===== config.mk =====
export PLATFORM = sky130hd
export DESIGN_NAME = rds_block_sync
export DESIGN_NICKNAME = d
export VERILOG_FILES = /design/src/rtl/rds_sync_pkg.sv /design/src/rtl/rds_bit_window.sv /design/src/rtl/rds_offset_detect.sv /design/src/rtl/rds_sync_ctrl.sv /design/src/rtl/rds_block_sync.sv
export SDC_FILE = /design/constraint.sdc
export NUM_CORES = 1
export LEC_CHECK = 0
export CELL_PAD_IN_SITES_DETAIL_PLACEMENT = 0
export CELL_PAD_IN_SITES_GLOBAL_PLACEMENT = 2
export CORE_ASPECT_RATIO = 1.75
export CORE_UTILIZATION = 46
export DETAILED_ROUTE_END_ITERATION = 10
export GPL_TIMING_DRIVEN = 0
export PLACE_DENSITY = 0.95
export SLEW_MARGIN = 5
export SYNTH_ARGS = -nofsm -noshare
export SYNTH_HDL_FRONTEND = slang
export SYNTH_SLANG_ARGS = --single-unit

===== constraint.sdc =====
create_clock -name clk_i -period 10.9 [get_ports clk_i]
set_clock_uncertainty 0.05 [all_clocks]
set_input_delay 1.635 -clock clk_i [delete_from_list [all_inputs] [get_ports clk_i]]
set_output_delay 1.635 -clock clk_i [all_outputs]
set_load 0.005 [all_outputs]

===== src/rtl/rds_sync_pkg.sv =====
`timescale 1ns/1ps
package rds_sync_pkg;
  localparam int BLK_W  = 26;
  localparam int CHK_W  = 10;
  localparam int INFO_W = BLK_W - CHK_W;
  localparam int ID_W   = 3;
  localparam int NUM_OFS = 6;
  localparam int CNT_W  = $clog2(BLK_W + 2);
  // generator without its x^10 term
  localparam logic [CHK_W-1:0] GEN_LOW = 10'h1B9;

  typedef enum logic [ID_W-1:0] {
    ID_A = 3'd0, ID_B = 3'd1, ID_C = 3'd2, ID_CP = 3'd3, ID_D = 3'd4, ID_E = 3'd5
  } blk_id_e;

  function automatic logic [CHK_W-1:0] offset_of(input blk_id_e id);
    logic [CHK_W-1:0] o;
    case (id)
      ID_A:    o = 10'h0FC;
      ID_B:    o = 10'h198;
      ID_C:    o = 10'h168;
      ID_CP:   o = 10'h350;
      ID_D:    o = 10'h1B4;
      default: o = 10'h000;
    endcase
    return o;
  endfunction

  // remainder of the window polynomial modulo the generator
  function automatic logic [CHK_W-1:0] calc_synd(input logic [BLK_W-1:0] w);
    logic [CHK_W-1:0] r;
    logic msb;
    r = '0;
    for (int i = BLK_W - 1; i >= 0; i--) begin
      msb = r[CHK_W-1];
      r   = {r[CHK_W-2:0], w[i]};
      if (msb) r = r ^ GEN_LOW;
    end
    return r;
  endfunction

  function automatic logic legal_succ(input blk_id_e p, input blk_id_e n);
    logic ok;
    case (p)
      ID_A:        ok = (n == ID_B);
      ID_B:        ok = (n == ID_C) || (n == ID_CP);
      ID_C, ID_CP: ok = (n == ID_D);
      ID_D, ID_E:  ok = (n == ID_A) || (n == ID_E);
      default:     ok = 1'b0;
    endcase
    return ok;
  endfunction

  function automatic blk_id_e pred_succ(input blk_id_e p);
    blk_id_e n;
    case (p)
      ID_A:        n = ID_B;
      ID_B:        n = ID_C;
      ID_C, ID_CP: n = ID_D;
      default:     n = ID_A;
    endcase
    return n;
  endfunction
endpackage


===== src/rtl/rds_bit_window.sv =====
`timescale 1ns/1ps
module rds_bit_window #(
  parameter int W = rds_sync_pkg::BLK_W
) (
  input  logic         clk_i,
  input  logic         rst_ni,
  input  logic         bit_i,
  input  logic         bit_vld_i,
  output logic [W-1:0] win_nxt_o,
  output logic         filled_nxt_o
);
  localparam int FW = $clog2(W + 1);

  logic [W-1:0]  win_q;
  logic [FW-1:0] fill_q;

  assign win_nxt_o    = {win_q[W-2:0], bit_i};
  assign filled_nxt_o = (fill_q >= FW'(W - 1));

  always_ff @(posedge clk_i or negedge rst_ni) begin
    if (!rst_ni) begin
      win_q  <= '0;
      fill_q <= '0;
    end else if (bit_vld_i) begin
      win_q <= win_nxt_o;
      if (fill_q != FW'(W)) fill_q <= fill_q + FW'(1);
    end
  end
endmodule


===== src/rtl/rds_offset_detect.sv =====
`timescale 1ns/1ps
module rds_offset_detect
  import rds_sync_pkg::*;
(
  input  logic [BLK_W-1:0] win_i,
  input  logic             rbds_mode_i,
  output logic             hit_o,
  output blk_id_e          id_o,
  output logic             valid_o
);
  logic [CHK_W-1:0]   synd;
  logic [NUM_OFS-1:0] match;

  assign synd = calc_synd(win_i);

  for (genvar g = 0; g < NUM_OFS; g++) begin : g_ofs
    assign match[g] = (synd == offset_of(blk_id_e'(ID_W'(g))));
  end

  always_comb begin
    id_o = ID_A;
    for (int i = 0; i < NUM_OFS; i++)
      if (match[i]) id_o = blk_id_e'(ID_W'(i));
  end

  assign hit_o   = |match;
  // E only counts in the extended mode
  assign valid_o = hit_o && ((id_o != ID_E) || rbds_mode_i);
endmodule


===== src/rtl/rds_sync_ctrl.sv =====
`timescale 1ns/1ps
module rds_sync_ctrl
  import rds_sync_pkg::*;
(
  input  logic              clk_i,
  input  logic              rst_ni,
  input  logic              bit_vld_i,
  input  logic              restart_i,
  input  logic              sync_loss_i,
  input  logic              filled_i,
  input  logic              hit_i,
  input  blk_id_e           id_i,
  input  logic              valid_i,
  input  logic [INFO_W-1:0] info_i,
  output logic              stb_o,
  output blk_id_e           id_o,
  output logic              ok_o,
  output logic [INFO_W-1:0] info_o,
  output logic              sync_o
);
  localparam logic [CNT_W-1:0] C_EARLY = CNT_W'(BLK_W - 1);
  localparam logic [CNT_W-1:0] C_NOM   = CNT_W'(BLK_W);
  localparam logic [CNT_W-1:0] C_LATE  = CNT_W'(BLK_W + 1);

  logic              sync_q, stb_q, ok_q;
  blk_id_e           id_q, last_q, early_id_q;
  logic [INFO_W-1:0] info_q, early_info_q, pend_info_q;
  logic [CNT_W-1:0]  cnt_q, ph_q;
  logic              early_q;
  logic [BLK_W-1:0]  slot_v_q;
  blk_id_e           slot_id_q [BLK_W];

  logic [CNT_W-1:0] cnt_inc;
  logic legal, e_rds, slot_hit;

  assign cnt_inc  = cnt_q + CNT_W'(1);
  assign legal    = valid_i && legal_succ(last_q, id_i);
  assign e_rds    = hit_i && (id_i == ID_E) && !valid_i && legal_succ(last_q, ID_E);
  assign slot_hit = slot_v_q[ph_q] && valid_i && legal_succ(slot_id_q[ph_q], id_i);

  always_ff @(posedge clk_i or negedge rst_ni) begin
    if (!rst_ni) begin
      sync_q <= 1'b0; stb_q <= 1'b0; ok_q <= 1'b0;
      id_q <= ID_A; last_q <= ID_A; early_id_q <= ID_A;
      info_q <= '0; early_info_q <= '0; pend_info_q <= '0;
      cnt_q <= '0; ph_q <= '0; early_q <= 1'b0; slot_v_q <= '0;
      for (int i = 0; i < BLK_W; i++) slot_id_q[i] <= ID_A;
    end else begin
      stb_q <= 1'b0;
      if (restart_i || sync_loss_i) begin
        sync_q <= 1'b0; cnt_q <= '0; ph_q <= '0;
        early_q <= 1'b0; slot_v_q <= '0;
      end else if (bit_vld_i && !sync_q) begin
        if (filled_i) begin
          if (slot_hit) begin
            sync_q <= 1'b1; stb_q <= 1'b1; ok_q <= 1'b1;
            id_q <= id_i; info_q <= info_i; last_q <= id_i;
            cnt_q <= '0; early_q <= 1'b0; slot_v_q <= '0; ph_q <= '0;
          end else begin
            slot_v_q[ph_q]  <= valid_i;
            slot_id_q[ph_q] <= id_i;
            ph_q <= (ph_q == CNT_W'(BLK_W - 1)) ? '0 : ph_q + CNT_W'(1);
          end
        end
      end else if (bit_vld_i) begin
        cnt_q <= cnt_inc;
        if (cnt_inc == C_EARLY) begin                     // candidate
          early_q <= legal; early_id_q <= id_i; early_info_q <= info_i;
        end else if (cnt_inc == C_NOM) begin
          early_q <= 1'b0;
          if (legal) begin
            stb_q <= 1'b1; ok_q <= 1'b1; id_q <= id_i; info_q <= info_i;
            last_q <= id_i; cnt_q <= '0;
          end else if (early_q) begin
            stb_q <= 1'b1; ok_q <= 1'b1; id_q <= early_id_q; info_q <= early_info_q;
            last_q <= early_id_q; cnt_q <= CNT_W'(1);
          end else if (e_rds) begin
            stb_q <= 1'b1; ok_q <= 1'b0; id_q <= ID_E; info_q <= info_i;
            last_q <= ID_E; cnt_q <= '0;
          end else begin
            pend_info_q <= info_i;
          end
        end else if (cnt_inc == C_LATE) begin
          stb_q <= 1'b1; info_q <= legal ? info_i : pend_info_q;
          if (legal) begin
            ok_q <= 1'b1; id_q <= id_i; last_q <= id_i; cnt_q <= '0;
          end else begin
            ok_q <= 1'b0; id_q <= pred_succ(last_q); last_q <= pred_succ(last_q);
            cnt_q <= CNT_W'(1);
          end
        end
      end
    end
  end

  assign stb_o  = stb_q;
  assign id_o   = id_q;
  assign ok_o   = ok_q;
  assign info_o = info_q;
  assign sync_o = sync_q;
endmodule


===== src/rtl/rds_block_sync.sv =====
`timescale 1ns/1ps
module rds_block_sync
  import rds_sync_pkg::*;
(
  input  logic              clk_i,
  input  logic              rst_ni,
  input  logic              bit_i,
  input  logic              bit_vld_i,
  input  logic              rbds_mode_i,
  input  logic              restart_i,
  input  logic              sync_loss_i,
  output logic              blk_stb_o,
  output logic [ID_W-1:0]   blk_id_o,
  output logic              blk_ok_o,
  output logic [INFO_W-1:0] info_o,
  output logic              sync_o
);
  logic [BLK_W-1:0] win_nxt;
  logic filled, hit, valid;
  blk_id_e det_id, rep_id;

  rds_bit_window #(.W(BLK_W)) u_win (
    .clk_i, .rst_ni, .bit_i, .bit_vld_i,
    .win_nxt_o(win_nxt), .filled_nxt_o(filled)
  );

  rds_offset_detect u_det (
    .win_i(win_nxt), .rbds_mode_i,
    .hit_o(hit), .id_o(det_id), .valid_o(valid)
  );

  rds_sync_ctrl u_ctrl (
    .clk_i, .rst_ni, .bit_vld_i, .restart_i, .sync_loss_i,
    .filled_i(filled), .hit_i(hit), .id_i(det_id), .valid_i(valid),
    .info_i(win_nxt[BLK_W-1:CHK_W]),
    .stb_o(blk_stb_o), .id_o(rep_id), .ok_o(blk_ok_o), .info_o(info_o), .sync_o(sync_o)
  );

  assign blk_id_o = rep_id;
endmodule


Yosys cells after proc, flatten, opt, wreduce, memory -nomap -nowiden. Index checks and enable logic that the tools add are counted.

Add/subtract/negate cells: 3. $lt $le $gt $ge: 5. Equality and inequality tests: 32. Multiplexer cells: 110. Bitwise operators: 24. Reduce and logical (&&, ||, !) cells: 41.

Operators by type and width (number): 16-bit 2-to-1 mux (11); 9-bit 2-to-1 mux (16); 26-bit 2-to-1 mux (4); 6-bit NOT (16); 5-bit 2-to-1 mux (16); 78-bit bitwise mux (1); 3-bit 2-to-1 mux (16); 1-bit 2-to-1 mux (36); 10-bit by 9-bit equality test with 1-bit output (second input constant) (3); 26-bit bitwise mux (1); 5-bit equality test (second input constant) (4); 3-bit by 2-bit equality test with 1-bit output (second input constant) (6); 3-bit equality test (second input constant) (6); 5-bit by 1-bit adder with 5-bit output (second input constant) (3); 3-bit binary-select mux with 5-bit select (1); 3-bit demux with 5-bit select (1); 4-bit AND reduction (3); 10-bit equality test (second input constant) (1); 10-bit by 8-bit equality test with 1-bit output (second input constant) (1); 1-bit logical AND (10); 10-bit logical NOT (1); 3-bit by 1-bit equality test with 1-bit output (second input constant) (3); 3-bit logical NOT (3); 3-bit one-hot mux with 3 select lines (1); other kinds (29) (51).

Register bits after elaboration: 202. Input bits: 7. Output and inout port bits: 22. Word-level logic and storage cells: 255.

Logic depth before layout (Yosys ltp). Gate-level depths: netlist (run 1).

Depth after elaboration: 52. Mapped depth: 16. Mapped depth without buffers: 12.

Hierarchy. Synthesis (run 1) repeated with hierarchy kept, for this count alone.

Cell total of the unflattened synthesis: 972. Area total of the unflattened synthesis: 11273.3 um2.

By module, submodules not included: rds_sync_ctrl (instances 1, cells an instance 783, area each 8978.6 um2, seq. area each 4304.1 um2); rds_bit_window (instances 1, cells an instance 78, area each 1207.4 um2, seq. area each 750.7 um2); rds_offset_detect (instances 1, cells an instance 111, area each 1087.3 um2, seq. area each 0.0 um2).

Worst setup path after synthesis (run 1). No wires, ideal clock.

Path type: input -> register. Start: input port bit_i. End: register u_ctrl.info_q[0] (netlist: u_ctrl.info_o[0]). Arrival time: 4.460 ns. Path slack: 6.265 ns. Stages: 14. Buffers on the path: 2. Cell sequence: xnor2_1 xor3_1 nand2_1 mux2i_2 nand3_1 nor3b_4 a22oi_1 o311a_1 or2_1 and2_1 buf_6 a311oi_4 buf_6 mux2_4.

Cells in the longest elaborated chain, start to end: 18. Elaborated cells between the ends (all ways): 44.

Ends and longest elaborated chain: from (decl) (line rds_block_sync.sv:7) `input logic bit_i,`; 6-bit NOT (no source line); 9-bit 2-to-1 mux * (line rds_sync_pkg.sv:37) `if (msb) r = r ^ GEN_LOW;`; 10-bit by 9-bit equality test with 1-bit output (line rds_offset_detect.sv:17) `assign match[g] = (synd == offset_of(blk_id_e'(ID_W'(g))));`; 1-bit 2-to-1 mux (line rds_offset_detect.sv:23) `if (match[i]) id_o = blk_id_e'(ID_W'(i));`; 2-bit 2-to-1 mux (2 in a row) (line rds_offset_detect.sv:23); 3-bit 2-to-1 mux (2 in a row) (line rds_offset_detect.sv:23); 3-bit equality test, or another cell as far along (line rds_sync_pkg.sv:48, rds_sync_ctrl.sv:38); 1-bit logical OR (on tied branches) (line rds_sync_pkg.sv:48, rds_offset_detect.sv:28, rds_sync_pkg.sv:46); 1-bit one-hot mux with 4 select lines or 1-bit logical AND (tied branches) (line rds_sync_pkg.sv:44, rds_offset_detect.sv:28); 1-bit logical AND (line rds_sync_ctrl.sv:37) `assign legal = valid_i && legal_succ(last_q, id_i);`; 16-bit 2-to-1 mux (line rds_sync_ctrl.sv:84) `stb_q <= 1'b1; info_q <= legal ? info_i : pend_info_q;`; 16-bit 2-to-1 mux (line rds_sync_ctrl.sv:83) `end else if (cnt_inc == C_LATE) begin`; 16-bit 2-to-1 mux (line rds_sync_ctrl.sv:69) `end else if (cnt_inc == C_NOM) begin`; 16-bit 2-to-1 mux (line rds_sync_ctrl.sv:67) `if (cnt_inc == C_EARLY) begin`; 16-bit 2-to-1 mux (line rds_sync_ctrl.sv:65) `end else if (bit_vld_i) begin`; 16-bit 2-to-1 mux (line rds_sync_ctrl.sv:53) `end else if (bit_vld_i && !sync_q) begin`; to (signal assigned) (line rds_sync_ctrl.sv:57) `id_q <= id_i; info_q <= info_i; last_q <= id_i;`; to (decl) (line rds_sync_ctrl.sv:27) `logic [INFO_W-1:0] info_q, early_info_q, pend_info_q;`.

Every way passes the cells marked *; elsewhere a longest branch is shown, timed or not. The select of a mux whose other input is x is not followed. A chain may end at the register's enable or synchronous reset.

Worst setup path in the final report (run 1).
Start: input port bit_i. End: register u_ctrl.slot_id_q[7] in the netlist's numbering.

Cells in the longest elaborated chain, start to end: 15. Elaborated cells between the ends (all ways): 31.

Ends and longest elaborated chain: 6-bit NOT (no source line); 9-bit 2-to-1 mux * (line rds_sync_pkg.sv:37); parallel branches: the longest is 13 deep, another holds 10-bit by 9-bit equality test with 1-bit output; to (signal, indexed assignment) (line rds_sync_ctrl.sv:61) `slot_id_q[ph_q] <= id_i;`; to (decl) (line rds_sync_ctrl.sv:31) `blk_id_e slot_id_q [BLK_W];`.

Every way passes the cells marked *.

==> summary.txt, run 1 <==
Outcome
  • Status: finished clean

Drt
  • ANT nets after route: 0
  • DR DRC count: 0
  • Drt wl/cell: 21.52 um
  • 1st-iter DRT viols: 401
  • Via Count: 7891
  • Vias per cell: 5.718
  • DRT Pass-1 Iters: 5
  • Final WL: 29700 um

STA
  • RSZ-0062 raised after global routing: no
  • Fin. Hold Viols: 0
  • Slew HR: 0.4279
  • Hold Slack: 425.1 ps
  • Crit path time final: 5412 ps
  • # setup viols final: 0
  • Share of the clock period used by the worst path: 0.4965
  • Worst-Margin Slew: 851.6 ps
  • Max Clock Freq: 0.1848 GHz
  • Post-route worst setup slack: 5488 ps
  • Pins Over Slew Limit: 0

Floorplanning
  • Core Area: 24120 um2
  • Number of core rows: 75
  • Ports: 29
  • Initial Util: 0.4696
  • Die area: 25280 um2
  • Die height: 209.6 um
  • Die Wd: 120.6 um

Clock network
  • Clk_lat worst skew: 510 ps
  • Cts hold-fix bufs: 0
  • CTS buffer count: 21
  • Clock buffer depth: 3
  • Root Buffer: clkbuf_16
  • H-Tree Level Count: 1
  • Reg clk slew, reported paths: 60 ps
  • Cells resized by post-CTS repair: 0
  • CTS tree: done
  • Post-CTS setup buffer count: 0
  • Clock sink total: 202

Place
  • Post-DP Area: 12010 um2
  • Placed Cells incl. Taps: 1343
  • Gpl congestion: 0.9100
  • Port Buffers: 27
  • Post-DP HPWL: 22040 um
  • Placement Setup Slack: 4944 ps

Worst setup path
  • Reg2Reg Setup Slack: 5690 ps
  • Worst R2R End: u_ctrl.slot_id_q[7]
  • Crit path largest cell delay: 510 ps
  • Critical path depth: 14
  • Critical-path maximum fanout: 10
  • Worst Path Arrival: 5750 ps
  • RR Startpoint: u_win.win_q[24]
  • WP buf/inv: 2
  • Worst r2r path cells: 14
  • CP cell instances: clkdlybuf4s50_1 -> xnor2_1 -> xor3_1 -> nand2_1 -> mux2i_2 -> nand4_1 -> a21oi_1 -> nor4_1 -> a311oi_1 -> o31a_1 -> o21ai_1 -> buf_2 -> nor2_1 -> mux2_2
  • Startpoint Class: input pin
  • CP endpoint kind: register
  • Largest delay contributor family on the critical path: compound AO/OA/AOI/OAI gates
  • Crit Path Category: input pin to register
  • Worst EP required: 11240 ps
  • CP max stage cell: a311oi_1

Cells and area
  • Non-Filler Instances: 1380
  • Commonest non-fill, non-tap cell in the layout: dfrtp_1
  • Nets@finish: 1076
  • Filler cells: 2130
  • ANT cells: 0
  • Layout cells sized above 1: 0.2108
  • Commonest non-fill, non-tap cells in the layout: dfrtp_1, mux2_2, nand2_1
  • Area Growth Syn to Fin: 12.46%
  • Multi-input logic area: 5687 um2
  • FF/Latch Area: 5055 um2
  • Post-Layout Inst Area: 12740 um2

GRT
  • GRT overflow: 0
  • First-pass GRT wire length: 46510 um
  • Initial antenna violation count: 0
  • Pin count of the biggest net entering global routing: 111
  • Vias in the first global route: 8398
  • Gr usage total: 0.2444

Pwr
  • Leakage: 5.691 nW
  • Logic pwr share: 0.456
  • Power per cell area: 228.3 nW/um2
  • VDD IR max: 0.1175 mV
  • Clock power frac: 0.262
  • Part of the power in registers: 0.282
  • Switching portion of total power: 0.3699
  • P_int: 0.001832 W
  • Switch Pwr: 0.001076 W

Synthesis
  • Distinct cells, synth: 72
  • Syn nets: 1025
  • Post-synthesis sequential area ratio: 0.4463
  • Top_reg_cell synth: dfrtp_1
  • Asr flop ratio synth: 1.000
  • Yosys Warn Count: 0
  • Number of synthesized flops with an enable pin: 0
  • Gate Count Post-Synth: 1007
  • Synth Register Bits: 202
  • Synthesized cell area: 11330 um2
  • Syn Area/Cell: 11.25 um2

Min path
  • Hold Crit Start: u_ctrl.early_id_q[1]
  • Hold Crit Depth: 2
  • Hold Crit Class: register to register
  • Hold EP: u_ctrl.early_id_q[1]

Flow run
  • Number of max-cap violations: 0
## flip-flops by register name, indices dropped and copies added (netlist names), 3 cells and up
| name | count |
|---|---|
| u_ctrl.cnt_q | 5 |
| u_ctrl.early_id_q | 3 |
| u_ctrl.early_info_q | 16 |
| u_ctrl.info_o | 16 |
| u_ctrl.last_q | 3 |
| u_ctrl.pend_info_q | 16 |
| u_ctrl.ph_q | 5 |
| u_ctrl.slot_id_q | 78 |
| u_ctrl.slot_v_q | 26 |
| u_win.fill_q | 5 |
| u_win.win_q | 25 |
## tightest hold or removal path: cells and delay by family (launching register included)
kind             cells  cell delay [ps]
flip-flops           1              340
AND/OR/NAND/NOR      2              100
## cell usage after synthesis, types with 6 or more instances
master,number,area [um2]
mux4_2,24,540.5
xor2_1,10,87.58
mux2_2,106,1194
a21oi_1,38,190.2
xor3_1,6,142.6
mux2i_1,34,340.3
clkbuf_1,38,142.6
ha_1,11,137.6
xnor2_1,37,324.1
nand3_1,19,95.09
or2_2,6,37.54
dfrtp_1,202,5055
buf_2,16,80.08
nand2b_1,6,37.54
nor2_1,55,206.5
a222oi_1,16,160.2
xnor3_1,15,337.8
nor3_1,11,55.05
o22ai_1,27,168.9
nand2_1,93,349.1
o21ai_0,50,250.2
inv_1,72,270.3
mux2_4,17,255.2
## per-layer routing
| layer | share of wire | vias to the layer above | wire (um) | track usage |
|---|---|---|---|---|
| met1 | 0.34 | 3953 | 10210 | 0.2410 |
| met4 | 0.063 | 0 | 1872 | 0.1430 |
| li1 | - | 3664 | - | - |
| met3 | 0.027 | 93 | 796 | 0.02418 |
| met5 | 0 | - | 0 | 0 |
| met2 | 0.57 | 181 | 16820 | 0.4800 |
## per-stage QoR
| step | TNS (ps) | power, W | util |
|---|---|---|---|
| 6_report | 0 | 0.002908 | 0.5281 |
| 2_1_floorplan | 0 | 0.001881 | - |
| 3_3_place_gp | -78190 | 0.002140 | 0.4968 |
| 5_1_grt | 0 | 0.003064 | 0.5281 |
| 4_1_cts | 0 | 0.002923 | 0.5281 |
| 3_5_place_dp | 0 | 0.002155 | 0.4982 |
## kinds of logic after synthesis
kind of cell / after synthesis / synth area share
simple gates: 224 / 0.09136
fa+ha+maj: 11 / 0.01215
compound gates: 173 / 0.1001
mux: 187 / 0.2119
xor+xnor: 72 / 0.08661
buf+inv: 138 / 0.05159
flops: 202 / 0.4463
## layout make-up
type / count / area share
Tap cell: 308 / 0.03026
Inverter: 73 / 0.02151
Sequential cell: 202 / 0.3969
Buffer: 65 / 0.02436
Timing Repair Buffer: 28 / 0.02377
Clock inverter: 9 / 0.01031
Multi-Input combinational cell: 667 / 0.4465
Clock buffer: 28 / 0.04646
## worst max-delay path by stage
stage                       from  slack [ps]              endpoint
after global placement    rst_ni        -400  u_ctrl.slot_id_q[21]
after global routing       bit_i        5220      u_ctrl.info_o[6]
after floorplan            bit_i        6270      u_ctrl.info_o[0]
final                      bit_i        5490   u_ctrl.slot_id_q[7]
after detailed placement   bit_i        4940   u_ctrl.slot_id_q[7]
after CTS                  bit_i        5460   u_ctrl.slot_id_q[7]
## power groups by stage
stage | logic (W) | clock network, W | registers [W]
final | 0.00133 | 0.000763 | 0.000819
after global routing | 0.00144 | 0.000804 | 0.000824
after CTS | 0.00133 | 0.000776 | 0.000819
after detailed placement | 0.00132 | 0 | 0.000833
after global placement | 0.00131 | 0 | 0.000832
after floorplan | 0.00106 | 0 | 0.000823
Note: power is estimated with default switching activity, not from simulation.
==> run 2, diff against run 1 <==
CORE_UTILIZATION = 43   (was 46)
PLACE_DENSITY = 0.92   (was 0.95)
clock period = 5.6 ns   (was 10.9 ns; I/O delays follow)
==> run 2 against run 1 <==
Effect of this change: first-iteration DRC count is 24% higher; wire length is 3.4% lower; combinational power is 92% higher; critical path type is now register to register; largest power group unchanged.
==> summary.txt, run 2 (synthesis results as in run 1) <==
Worst setup path
  • Startpoint Class: register
  • Critical-path maximum fanout: 10
  • CP cell instances: buf_2 -> buf_2 -> buf_2 -> clkbuf_1 -> mux2i_1 -> o221ai_1 -> nor2_1 -> nor4_1 -> a311oi_1 -> o31a_1 -> o21ai_1 -> buf_2 -> nor2_1 -> mux2_2
  • Worst EP required: 5940 ps
  • CP endpoint kind: register
  • Crit Path Category: register to register
  • Worst Path Arrival: 5600 ps
  • Crit path largest cell delay: 660 ps
  • CP max stage cell: clkbuf_1
  • Cell repeated most along the worst path: buf_2

Place
  • Placement Setup Slack: 360.1 ps
  • Post-DP HPWL: 21670 um
  • Placed Cells incl. Taps: 1356
  • Gpl congestion: 0.8540
  • Post-DP Area: 12060 um2
  • Port Buffers: 27

STA
  • Post-route worst setup slack: 338.6 ps
  • Share of the clock period used by the worst path: 0.9395
  • Setup_tns: 0 ps
  • # setup viols final: 0
  • Worst-Margin Slew: 1006 ps
  • Fin. Hold Viols: 0
  • Hold Slack: 189.1 ps
  • Slew HR: 0.3262
  • Max Clock Freq: 0.1901 GHz
  • Pins Over Slew Limit: 0
  • Crit path time final: 5261 ps
  • RSZ-0062 raised after global routing: no

Pwr
  • Switching portion of total power: 0.3679
  • Part of the power in registers: 0.282
  • Power per cell area: 441.6 nW/um2
  • Switch Pwr: 0.002078 W
  • Logic pwr share: 0.453
  • Clock power frac: 0.265
  • P_int: 0.003571 W
  • VDD IR max: 0.2822 mV
  • Leakage: 5.705 nW

Cells and area
  • Commonest non-fill, non-tap cells in the layout: dfrtp_1, mux2_2, nand2_1
  • Biggest register: u_ctrl.slot_id_q
  • Layout cells sized above 1: 0.2123
  • Area Growth Syn to Fin: 12.95%
  • Largest regs: u_ctrl.slot_id_q: 78 flops, u_ctrl.slot_v_q: 26 flops, u_win.win_q: 25 flops
  • Non-Filler Instances: 1394
  • Commonest non-fill, non-tap cell in the layout: dfrtp_1
  • ANT cells: 0
  • Max reg flops: 78
  • Nets@finish: 1077
  • Post-Layout Inst Area: 12790 um2

Drt
  • DRT Pass-1 Iters: 5
  • Via Count: 7816
  • Vias per cell: 5.607
  • DR DRC count: 0
  • 1st-iter DRT viols: 497
  • ANT nets after route: 0
  • Drt wl/cell: 20.57 um
  • Final WL: 28670 um

Floorplanning
  • Number of core rows: 78
  • Die area: 27020 um2
  • Core Area: 25860 um2
  • Die Wd: 124.7 um
  • Initial Util: 0.4379
  • Die height: 216.7 um
  • Ports: 29

Clock network
  • Reg clk slew, reported paths: 70 ps
  • Clock buffer depth: 3
  • Cts hold-fix bufs: 0
  • Clock sink total: 202
  • Clk_lat worst skew: 530 ps
  • CTS tree: done
  • Root Buffer: clkbuf_16
  • CTS buffer count: 21
  • H-Tree Level Count: 1

GRT
  • First-pass GRT wire length: 45680 um
  • Gr usage total: 0.2186
  • GRT overflow: 0
  • Vias in the first global route: 8221
  • Initial antenna violation count: 0
  • Pin count of the biggest net entering global routing: 74

Flow run
  • Number of max-cap violations: 0

Min path
  • Hold Crit Class: input pin to async pin

Outcome
  • Status: finished clean
run 2: cell types whose count changed in the layout (fill, tap and decap cells not counted), sizes merged:
cell | previous run | this run
buf | 28 | 29
clkinv | 6 | 5
clkinvlp | 0 | 1
inv | 73 | 74
run 2: final cells by class:
class | count | area, um2
Buffer | 65 | 310.3
Clock buffer | 28 | 591.8
Clock inverter | 10 | 137.6
Fill cell | 2364 | 13070
Inverter | 73 | 274.0
Multi-Input combinational cell | 667 | 5693
Sequential cell | 202 | 5055
Tap cell | 320 | 400.4
Timing Repair Buffer | 29 | 330.3
run 2: timing repair:
item | 4_1_cts | 5_1_grt
gates resized for setup | 0 | 1
setup buffers | 0 | 0
endpoints found under the setup margin | 0 | 3
run 2: final timing paths:
kind                                       from                 endpoint  slack (ps)  depth (start not counted)
setup / recovery                 u_ctrl.ph_q[0]     u_ctrl.slot_id_q[57]         340                         14
hold / removal                           rst_ni  u_ctrl.early_info_q[10]         190                          1
setup reg to reg                 u_ctrl.ph_q[0]     u_ctrl.slot_id_q[57]         340                         14
hold reg to reg            u_ctrl.early_id_q[1]     u_ctrl.early_id_q[1]         430                          2
max in group asynchronous                rst_ni    u_ctrl.pend_info_q[1]        4220                          3
min in group clk_i         u_ctrl.early_id_q[1]     u_ctrl.early_id_q[1]         430                          2
run 2: power groups by stage:
stage | registers, W | clock network (W) | logic (W)
3_3_place_gp | 0.00162 | 0 | 0.00252
4_1_cts | 0.00160 | 0.00153 | 0.00256
5_1_grt | 0.00160 | 0.00157 | 0.00278
3_5_place_dp | 0.00162 | 0 | 0.00254
6_report | 0.00159 | 0.00150 | 0.00256
2_1_floorplan | 0.00160 | 0 | 0.00206
run 2: critical path, delay by kind of cell (launching register included):
family	cells	cell delay, ps
AND/OR/NAND/NOR	3	700
AO/OA/AOI/OAI	4	1150
buffers and inverters	5	2020
multiplexers	2	760
flip-flops	1	410
run 2: stage by stage:
step | total power (W) | util
final | 0.005649 | 0.4946
after global routing | 0.005961 | 0.4946
after CTS | 0.005686 | 0.4944
after detailed placement | 0.004165 | 0.4662
after global placement | 0.004141 | 0.4639
after floorplan | 0.003660 | -
run 2: routing by layer:
layer  global-route usage  wire [um]
met1               0.2191      10240
met2               0.4315      16310
met3              0.02222        698
met4               0.1205       1421
met5                    0          0
==> run 3, diff against run 2 <==
CORE_UTILIZATION = 44   (was 43)
CTS_BUF_LIST = sky130_fd_sc_hd__clkbuf_8   (was default)
PLACE_DENSITY = 0.93   (was 0.92)
==> run 3 against run 2 <==
Effect of this change: die area decreased by 2.2%; hold slack better by 83 ps; final area fell by 0.69%; clock-buffer cell count up 12; global-route usage is 1.8 points higher; critical path type unchanged; non-clock buffer count stayed put; combinational power hardly changed.
==> summary.txt, run 3 (synthesis results as in run 1) <==
Clock network
  • CTS tree: done
  • Clk_lat worst skew: 550 ps
  • H-Tree Level Count: 2
  • Reg clk slew, reported paths: 70 ps
  • Root Buffer: clkbuf_8
  • Cells resized by post-CTS repair: 0
  • CTS buffer count: 35
  • Clock buffer depth: 3
  • Clock sink total: 202
  • Cts hold-fix bufs: 0
  • Post-CTS setup buffer count: 0

Cells and area
  • Area Growth Syn to Fin: 12.16%
  • Largest regs: u_ctrl.slot_id_q: 78 flops, u_ctrl.slot_v_q: 26 flops, u_win.win_q: 25 flops
  • ANT cells: 0
  • Commonest non-fill, non-tap cell in the layout: dfrtp_1
  • Max reg flops: 78
  • Biggest register: u_ctrl.slot_id_q
  • Layout cells sized above 1: 0.2189
  • Nets@finish: 1091
  • Commonest non-fill, non-tap cells in the layout: dfrtp_1, mux2_2, nand2_1

Worst setup path
  • CP cell instances: buf_2 -> buf_2 -> buf_2 -> clkbuf_1 -> mux2i_1 -> o221ai_1 -> nor2_1 -> nor4_1 -> a311oi_1 -> o31a_1 -> o21ai_1 -> buf_2 -> nor2_1 -> mux2_2
  • Critical path depth: 14
  • Startpoint Class: register
  • Crit Path Category: register to register
  • Worst EP required: 5970 ps
  • Cell repeated most along the worst path: buf_2
  • CP max stage cell: clkbuf_1
  • Critical path startpoint: u_ctrl.ph_q[0]
  • Worst Path Arrival: 5610 ps
  • Critical-path maximum fanout: 10
  • Crit path largest cell delay: 640 ps
  • Worst r2r path cells: 14
  • CP endpoint kind: register
  • Largest delay contributor family on the critical path: buffers and inverters
  • RR Startpoint: u_ctrl.ph_q[0]
  • WP buf/inv: 5

Flow run
  • Number of max-cap violations: 0

Pwr
  • Power per cell area: 431.4 nW/um2
  • Leakage: 5.718 nW
  • VDD IR max: 0.2718 mV

Drt
  • ANT nets after route: 0
  • Final WL: 29840 um
  • Vias per cell: 5.673
  • Drt wl/cell: 21.19 um
  • DR DRC count: 0
  • 1st-iter DRT viols: 382
  • Via Count: 7987
  • DRT Pass-1 Iters: 8

Floorplanning
  • Ports: 29
  • Number of core rows: 77
  • Core Area: 25240 um2
  • Die Wd: 123.3 um
  • Die height: 214.2 um
  • Die area: 26410 um2
  • Initial Util: 0.4487

STA
  • Hold Slack: 272.4 ps
  • Crit path time final: 5245 ps
  • Share of the clock period used by the worst path: 0.9367
  • Post-route worst setup slack: 354.5 ps
  • Max Clock Freq: 0.1906 GHz
  • Pins Over Slew Limit: 0
  • Worst-Margin Slew: 903.2 ps
  • # setup viols final: 0
  • Slew HR: 0.3950
  • Fin. Hold Viols: 0
  • RSZ-0062 raised after global routing: no

GRT
  • Grt met3 use: 0.03404
  • Grt peak-use layer: met2
  • Initial antenna violation count: 0
  • Vias in the first global route: 8448
  • GR met1 Demand/Resource: 0.2296
  • First-pass GRT wire length: 46350 um
  • GRT overflow: 0
  • Pin count of the biggest net entering global routing: 111
  • Gr usage total: 0.2365
  • Met2 usage: 0.4544

Place
  • Gpl congestion: 0.9103
  • Port Buffers: 27
  • Placement Setup Slack: 375.6 ps
  • Post-DP HPWL: 22110 um

Min path
  • Hold Crit Class: input pin to async pin

Outcome
  • Status: finished clean
==> run 3: cell types whose count changed in the layout (fill, tap and decap cells not counted) <==
cell       before  now
inv_1          72   82
clkinv_2        4    3
bufinv_16       3    1
inv_6           1    0
clkbuf_16      21    0
nor3b_2         0    1
nor3b_4         2    1
clkbuf_1       41   38
clkbuf_8        4   40
==> run 3: layer usage <==
metal	wire length, um	share of wire
met5	0	0
met4	1785	0.060
met3	923	0.031
met2	16980	0.57
met1	10140	0.34
==> run 3: path summary, 6_finish.rpt <==
path                                      endpoint  slack, ps
max in group asynchronous     u_ctrl.slot_id_q[28]       4310
setup reg to reg               u_ctrl.slot_id_q[8]        350
setup / recovery               u_ctrl.slot_id_q[8]        350
hold reg to reg            u_ctrl.early_info_q[12]        430
hold / removal                     u_ctrl.cnt_q[3]        270
min in group clk_i         u_ctrl.early_info_q[12]        430
==> run 3: area by class of cell <==
| cell class | instances | area [um2] |
|---|---|---|
| multi-input combinational | 667 | 5687 |
| inverter | 73 | 274.0 |
| timing repair buffer | 29 | 330.3 |
| tap | 316 | 395.4 |
| fill | 2341 | 12540 |
| buffer | 65 | 310.3 |
| clock inverter | 16 | 101.3 |
| sequential | 202 | 5055 |
| clock buffer | 40 | 550.5 |
==> run 3: per-stage QoR <==
step                cells  setup TNS (ps)  total power [W]    util  area [um2]
floorplan            1007               0         0.003660       -       11330
global placement     1350         -988950         0.004160  0.4751       11990
detailed placement   1352               0         0.004187  0.4774       12050
CTS                  1408               0         0.005517  0.5033       12700
global route         1408               0         0.005785  0.5033       12700
finish               1408               0         0.005480  0.5033       12700
==> run 3: where the power goes <==
part	total, W	switching [W]	leakage, nW	internal [W]
Sequential	0.00160	0.0000646	2.77	0.00153
Clock	0.00131	0.000613	0.373	0.000696
Combinational	0.00258	0.00142	2.57	0.00115
Total	0.00548	0.00210	5.72	0.00338
